### src/rtl/dmareg_pkg.sv
package dmareg_pkg;

    typedef struct packed {
        logic tc_ie;
        logic err_ie;
        logic en;
    } chan_cfg_t;

    typedef struct packed {
        logic m2_be;
        logic m1_be;
        logic ctl_en;
    } glob_cfg_t;

    localparam int CFG_W = $bits(chan_cfg_t);

    // Global word indices (offset bits [4:2] inside 0x000..0x01F)
    localparam logic [2:0] G_TC_STAT  = 3'd0;
    localparam logic [2:0] G_TC_CLR   = 3'd1;
    localparam logic [2:0] G_ERR_STAT = 3'd2;
    localparam logic [2:0] G_ERR_CLR  = 3'd3;
    localparam logic [2:0] G_ENABLED  = 3'd4;
    localparam logic [2:0] G_CONFIG   = 3'd5;
    localparam logic [2:0] G_TC_MASK  = 3'd6;
    localparam logic [2:0] G_ERR_MASK = 3'd7;

    // Slot word indices
    localparam logic [2:0] S_SRC  = 3'd0;
    localparam logic [2:0] S_DST  = 3'd1;
    localparam logic [2:0] S_CTRL = 3'd2;
    localparam logic [2:0] S_CFG  = 3'd3;

    function automatic logic [7:0] id_byte(int nch, logic [2:0] k);
        case (k)
            3'd0:    return (nch == 8) ? 8'h80 : 8'h81;
            3'd1:    return 8'h10;
            3'd2:    return 8'h04;
            3'd3:    return 8'h0A;
            3'd4:    return 8'h0D;
            3'd5:    return 8'hF0;
            3'd6:    return 8'h05;
            default: return 8'hB1;
        endcase
    endfunction

endpackage

### src/rtl/dmareg_chan.sv
module dmareg_chan
    import dmareg_pkg::*;
#(
    parameter int DW = 32
) (
    input  logic          clk,
    input  logic          rst,
    input  logic          wr_en,
    input  logic [2:0]    word_sel,
    input  logic [DW-1:0] wdata,
    input  logic          done,
    output logic [DW-1:0] rdata,
    output chan_cfg_t     cfg
);

    logic [DW-1:0] src_q, dst_q, ctrl_q;
    chan_cfg_t     cfg_q;

    always_ff @(posedge clk) begin
        if (rst) begin
            src_q  <= '0;
            dst_q  <= '0;
            ctrl_q <= '0;
            cfg_q  <= '0;
        end else begin
            if (wr_en) begin
                case (word_sel)
                    S_SRC:   src_q  <= wdata;
                    S_DST:   dst_q  <= wdata;
                    S_CTRL:  ctrl_q <= wdata;
                    S_CFG:   cfg_q  <= chan_cfg_t'(wdata[CFG_W-1:0]);
                    default: ;
                endcase
            end
            if (done) cfg_q.en <= 1'b0;
        end
    end

    always_comb begin
        case (word_sel)
            S_SRC:   rdata = src_q;
            S_DST:   rdata = dst_q;
            S_CTRL:  rdata = ctrl_q;
            S_CFG:   rdata = DW'(cfg_q);
            default: rdata = '0;
        endcase
    end

    assign cfg = cfg_q;

    assert_done_disables_R8: assert property (@(posedge clk) disable iff (rst)
        done |=> !cfg_q.en);

endmodule

### src/rtl/dmareg_status.sv
module dmareg_status #(
    parameter int NCH = 8
) (
    input  logic           clk,
    input  logic           rst,
    input  logic [NCH-1:0] tc_set,
    input  logic [NCH-1:0] err_set,
    input  logic [NCH-1:0] tc_clr,
    input  logic [NCH-1:0] err_clr,
    input  logic [NCH-1:0] tc_mask,
    input  logic [NCH-1:0] err_mask,
    output logic [NCH-1:0] tc_stat,
    output logic [NCH-1:0] err_stat,
    output logic           irq
);

    logic [NCH-1:0] tc_q, err_q;

    always_ff @(posedge clk) begin
        if (rst) begin
            tc_q  <= '0;
            err_q <= '0;
        end else begin
            tc_q  <= (tc_q  & ~tc_clr)  | tc_set;
            err_q <= (err_q & ~err_clr) | err_set;
        end
    end

    assign tc_stat  = tc_q;
    assign err_stat = err_q;
    assign irq      = (|(tc_q & tc_mask)) | (|(err_q & err_mask));

    assert_set_lands_R10: assert property (@(posedge clk) disable iff (rst)
        (|tc_set) |=> ((tc_q & $past(tc_set)) == $past(tc_set)));

    assert_clear_lands_R10: assert property (@(posedge clk) disable iff (rst)
        (|(err_clr & ~err_set)) |=> ((err_q & $past(err_clr & ~err_set)) == '0));

    assert_err_set_R9: assert property (@(posedge clk) disable iff (rst)
        (|err_set) |=> ((err_q & $past(err_set)) == $past(err_set)));

    assert_reset_clears_R12: assert property (@(posedge clk) disable iff (rst)
        $past(rst) |-> (tc_q == '0 && err_q == '0));

endmodule

### src/rtl/dma_regif.sv
module dma_regif
    import dmareg_pkg::*;
#(
    parameter int NUM_CH = 8,
    parameter int AW     = 12,
    parameter int DW     = 32
) (
    input  logic              clk,
    input  logic              rst,
    input  logic              bus_sel,
    input  logic              bus_wr,
    input  logic [AW-1:0]     bus_addr,
    input  logic [DW-1:0]     bus_wdata,
    output logic [DW-1:0]     bus_rdata,
    input  logic [NUM_CH-1:0] eng_done,
    input  logic [NUM_CH-1:0] eng_err,
    output logic              irq,
    output logic              bad_offset
);

    localparam int         IW     = (NUM_CH > 1) ? $clog2(NUM_CH) : 1;
    localparam logic [3:0] CH_LIM = 4'(NUM_CH);

    initial assert (NUM_CH == 8 || NUM_CH == 2);

    // Address decode
    logic       win_chan, win_id, win_glob, illegal;
    logic [2:0] ch_idx, word_sel;

    assign win_chan = (bus_addr[AW-1:8] == (AW-8)'(1));
    assign win_id   = (bus_addr[AW-1:5] == {(AW-5){1'b1}});
    assign win_glob = (bus_addr[AW-1:5] == '0);
    assign ch_idx   = bus_addr[7:5];
    assign word_sel = bus_addr[4:2];
    assign illegal  = win_chan && ({1'b0, ch_idx} >= CH_LIM);

    logic wr_ok, glob_wr;
    assign wr_ok   = bus_sel && bus_wr && !illegal;
    assign glob_wr = bus_sel && bus_wr && win_glob;

    // Channels
    logic [DW-1:0]     ch_rd [NUM_CH];
    chan_cfg_t         ch_cfg [NUM_CH];
    logic [NUM_CH-1:0] en_vec, tc_mask, err_mask;

    for (genvar c = 0; c < NUM_CH; c++) begin : g_chan
        dmareg_chan #(.DW(DW)) u_chan (
            .clk      (clk),
            .rst      (rst),
            .wr_en    (wr_ok && win_chan && (ch_idx == 3'(c))),
            .word_sel (word_sel),
            .wdata    (bus_wdata),
            .done     (eng_done[c]),
            .rdata    (ch_rd[c]),
            .cfg      (ch_cfg[c])
        );
        assign en_vec[c]   = ch_cfg[c].en;
        assign tc_mask[c]  = ch_cfg[c].tc_ie;
        assign err_mask[c] = ch_cfg[c].err_ie;
    end

    // Status and interrupt
    logic [NUM_CH-1:0] tc_stat, err_stat, tc_clr, err_clr;

    assign tc_clr  = (glob_wr && word_sel == G_TC_CLR)  ? bus_wdata[NUM_CH-1:0] : '0;
    assign err_clr = (glob_wr && word_sel == G_ERR_CLR) ? bus_wdata[NUM_CH-1:0] : '0;

    dmareg_status #(.NCH(NUM_CH)) u_status (
        .clk      (clk),
        .rst      (rst),
        .tc_set   (eng_done),
        .err_set  (eng_err),
        .tc_clr   (tc_clr),
        .err_clr  (err_clr),
        .tc_mask  (tc_mask),
        .err_mask (err_mask),
        .tc_stat  (tc_stat),
        .err_stat (err_stat),
        .irq      (irq)
    );

    // Global configuration and bad-offset flag
    glob_cfg_t gcfg_q;
    logic      bad_q;

    always_ff @(posedge clk) begin
        if (rst) begin
            gcfg_q <= '0;
            bad_q  <= 1'b0;
        end else begin
            if (glob_wr && word_sel == G_CONFIG)
                gcfg_q <= glob_cfg_t'(bus_wdata[$bits(glob_cfg_t)-1:0]);
            bad_q <= bus_sel && illegal;
        end
    end

    assign bad_offset = bad_q;

    // Read mux
    always_comb begin
        bus_rdata = '0;
        if (win_chan && !illegal) begin
            bus_rdata = ch_rd[ch_idx[IW-1:0]];
        end else if (win_id) begin
            bus_rdata = DW'(id_byte(NUM_CH, word_sel));
        end else if (win_glob) begin
            case (word_sel)
                G_TC_STAT:  bus_rdata = DW'(tc_stat);
                G_ERR_STAT: bus_rdata = DW'(err_stat);
                G_ENABLED:  bus_rdata = DW'(en_vec);
                G_CONFIG:   bus_rdata = DW'(gcfg_q);
                G_TC_MASK:  bus_rdata = DW'(tc_mask);
                G_ERR_MASK: bus_rdata = DW'(err_mask);
                default:    bus_rdata = '0;
            endcase
        end
    end

    assert_illegal_write_inert_R3: assert property (@(posedge clk) disable iff (rst)
        (bus_sel && bus_wr && illegal && eng_done == '0) |=> $stable(en_vec));

    assert_irq_has_cause_R11: assert property (@(posedge clk) disable iff (rst)
        irq |-> ((tc_stat | err_stat) != '0));

    assert_illegal_read_zero_R3: assert property (@(posedge clk) disable iff (rst)
        (bus_sel && !bus_wr && illegal) |-> (bus_rdata == '0));

endmodule

### config.mk
export PLATFORM = sky130hd
export DESIGN_NAME = dma_regif
export DESIGN_NICKNAME = d
export VERILOG_FILES = /design/src/rtl/dmareg_pkg.sv /design/src/rtl/dmareg_chan.sv /design/src/rtl/dmareg_status.sv /design/src/rtl/dma_regif.sv
export SDC_FILE = /design/constraint.sdc
export NUM_CORES = 2
export LEC_CHECK = 0
export ABC_AREA = 0
export BUFFER_PORTS_ARGS = -buffer_cell sky130_fd_sc_hd__buf_2
export CAP_MARGIN = 5
export CORE_UTILIZATION = 35
export CTS_CLUSTER_DIAMETER = 40
export DETAILED_ROUTE_END_ITERATION = 7
export PLACE_DENSITY = 0.52
export SLEW_MARGIN = 20
export SYNTH_ARGS = -nofsm -noshare
export SYNTH_HDL_FRONTEND = slang
export SYNTH_SLANG_ARGS = --single-unit
### constraint.sdc
create_clock -name clk -period 3 [get_ports clk]
set_input_delay 0 -clock clk [delete_from_list [all_inputs] [get_ports clk]]
set_output_delay 0 -clock clk [all_outputs]
set_load 0.01 [all_outputs]
==> flow_summary.yaml <==
clock_network:
  clkTransAtPathRegs_ns: 0.05
  cts_max_path_buffers: 3
  cts_tree: "yes"
  cts_sinks: 811
  clk_latency_ns: 0.70
  cts_made_buffers: 131
  postCtsSetupBuffers: 0
  root_buffer: "clkbuf_16"
  htree_levels: 4
place:
  dp_slack_ns: 0.464
  hpwl_mm: 77.6
  place_area_um2: 38100
  place_congestion: 0.856
  port_buffers: 94
run_status:
  violations: "setup timing"
  status: "complete, but fails checks"
routing:
  drt_wl_total_mm: 134
  wl_per_cell_um: 21.9
  detail-route-antenna-nets: 0
  drtIter0Drc: 3301
  viasPerCell: 5.46
  dr.pass1.iters: 6
  vias: 33494
  drc_errors: 0
synthesis:
  synth_area_um2: 36000
  synth_fp_nets: 4736
  yosys_warnings: 0
  synth_top_flop_cell: "dfxtp_1"
  synthCells: 4672
  async_reset_ff_frac: 0
  yosysSeqAreaShare: 0.451
  synth_edf_count: 0
  syn_avg_cell_area_um2: 7.71
  synth.distinct_cells: 55
  ys_ff_latch: 811
die:
  dieArea_um2: 104000
  core-area_um2: 102000
  die-height_um: 323
  row_count: 117
  ios: 98
  die_x_um: 323
  initial_utilization: 0.354
sta:
  slew_viol_final: 0
  rsz0062_at_grt: "false"
  tightest_slew_ns: 1.29
  fin_crit_ns: 3.04
  finalCritPeriodShare: 1.01
  fmax_mhz: 329
  setup_violations: 1
  relSlewSlack: 0.135
  fin_ws_ns: -0.0440
  fin_skew_ns: 0
  final_hold_viol_count: 0
cells_and_area:
  fillerInstances: 10291
  area_growth_pct: 20.6
  fin_nets: 4728
  final_area_um2: 43400
  multi_input_area_um2: 18000
  antennaDiodeCount: 0
  layout-drive-gt1-share: 0.139
  regArea_um2: 16200
worst_setup_path:
  crit_path_end_kind: "output pin"
  cp.required_ns: 3.00
  critPathLaunchType: "flip-flop"
  crit_arrival_ns: 3.04
  cp_max_fo: 2
  critical_path_class: "reg -> out"
global_routing:
  antenna_found_initial: 5
  gr-total-overflow: 0
  grt_max_degree: 94
  grt_pass1_wl_mm: 203
  track_usage: 0.254
  grt_pass1_vias: 31873
power:
  p_per_area_nw_per_um2: 640
  ir_drop_mv: 0.401
  p_total_uw: 27800
  p_leak_uw: 0.0146
hold_path:
  worstHoldPathType: "in -> reg"
flow_run:
  maxCapViolations: 0
-- final timing paths --
kind	endpoint	slack (ns)	start	cells past startpoint
max	bus_rdata[28]	-0.04	g_chan[3].u_chan.ctrl_q[28]	6
min	g_chan[1].u_chan.cfg[1]	0.05	bus_addr[6]	6
max reg2reg	g_chan[0].u_chan.cfg[0]	1.70	g_chan[0].u_chan.cfg[0]	3
min reg2reg	g_chan[7].u_chan.src_q[15]	0.45	g_chan[7].u_chan.src_q[15]	2
-- layout make-up --
type	instances	share of cell area
sequential	811	0.374
timing repair buffer	319	0.0679
inverter	5	0.000605
tap	1368	0.0394
clock buffer	170	0.0873
multi-input combinational	3396	0.414
clock inverter	66	0.0175
-- placed cells by master (no fill, tap or decap), types with 11 or more instances in the layout --
cell / instances
a22oi_1: 11
clkbuf_8: 24
nor2_1: 54
mux2_2: 124
buf_4: 106
buf_2: 90
mux4_2: 23
nand3_1: 38
o211ai_1: 24
dfxtp_1: 811
nor3_1: 44
a221oi_1: 64
clkinvlp_4: 17
a311oi_1: 49
dlygate4sd3_1: 74
buf_12: 44
mux2i_1: 144
clkinv_2: 21
a221o_1: 58
o21ai_0: 123
bufinv_16: 11
nand2_1: 1630
clkbuf_16: 137
a21oi_1: 899
nor2_4: 16
-- flip-flops by register name (all words and copies together), names as in the netlist --
| name | cells |
|---|---|
| g_chan.u_chan.ctrl_q | 256 |
| g_chan.u_chan.src_q | 256 |
| g_chan.u_chan.cfg | 24 |
| u_status.err_stat | 8 |
| u_status.tc_stat | 8 |
| g_chan.u_chan.dst_q | 256 |
| gcfg_q | 3 |
-- kinds of logic (layout without fill, tap and decap cells) --
| logic type | count (synthesis) | in the layout | synth area share |
|---|---|---|---|
| AOI/OAI and AO/OA | 1264 | 1264 | 0.201 |
| buffers and inverters | 465 | 560 | 0.0551 |
| DFF | 811 | 811 | 0.451 |
| muxes | 291 | 291 | 0.0932 |
| other | 1 | 1 | 0.000104 |
| and+or+nand+nor | 1840 | 1840 | 0.200 |
-- through the flow --
stage          hold WS, ns   util  instances  TNS [ns]
6_report            0.0531  0.426       6135   -0.0440
4_1_cts            0.00811  0.426       6134         0
3_5_place_dp         0.200  0.374       5824         0
5_1_grt             0.0724  0.426       6135         0
3_3_place_gp         0.191  0.374       5824         0
2_1_floorplan       0.0768      -       4672         0
-- what timing repair did --
action,CTS,global route
hold endpoints to repair,811,0
hold buffers,74,0
gates resized for setup,0,0
-- where the power goes --
group          internal, uW  switching (uW)
clock network          9890            5620
logic                   422            1060
registers             10800            16.6
-- critical path, cell delays in order, from the launching register on --
cell and delay [ns]:
dfxtp_1 0.32, mux2_2 0.15, a221oi_1 0.09, nor3_1 0.26, a311oi_1 0.14, a311oi_1 1.07
buf_2 0.30
-- Yosys cell counts, types with 17 or more instances --
library cell  number  area (um2)
buf_2            128         641
dfxtp_1          811       16200
mux2_2           124        1400
o211ai_1          24         180
clkbuf_1         299        1120
a311oi_1          49         429
a221o_1           58         581
buf_4             17         128
mux4_2            23         518
a221oi_1          64         561
mux2i_1          144        1440
o21ai_0          123         616
nor3_1            45         225
a21oi_1          899        4500
nor2_1            70         263
nand3_1           39         195
nand2_1         1630        6120
-- layer usage --
metal | wire (um) | track usage | part of all wire
met1 | 60100 | 0.348 | 0.45
met2 | 62400 | 0.412 | 0.46
met3 | 8920 | 0.0401 | 0.066
met4 | 2970 | 0.0748 | 0.022
met5 | 13 | 0 | 0.000097
Power figures use the tool's default switching activity.
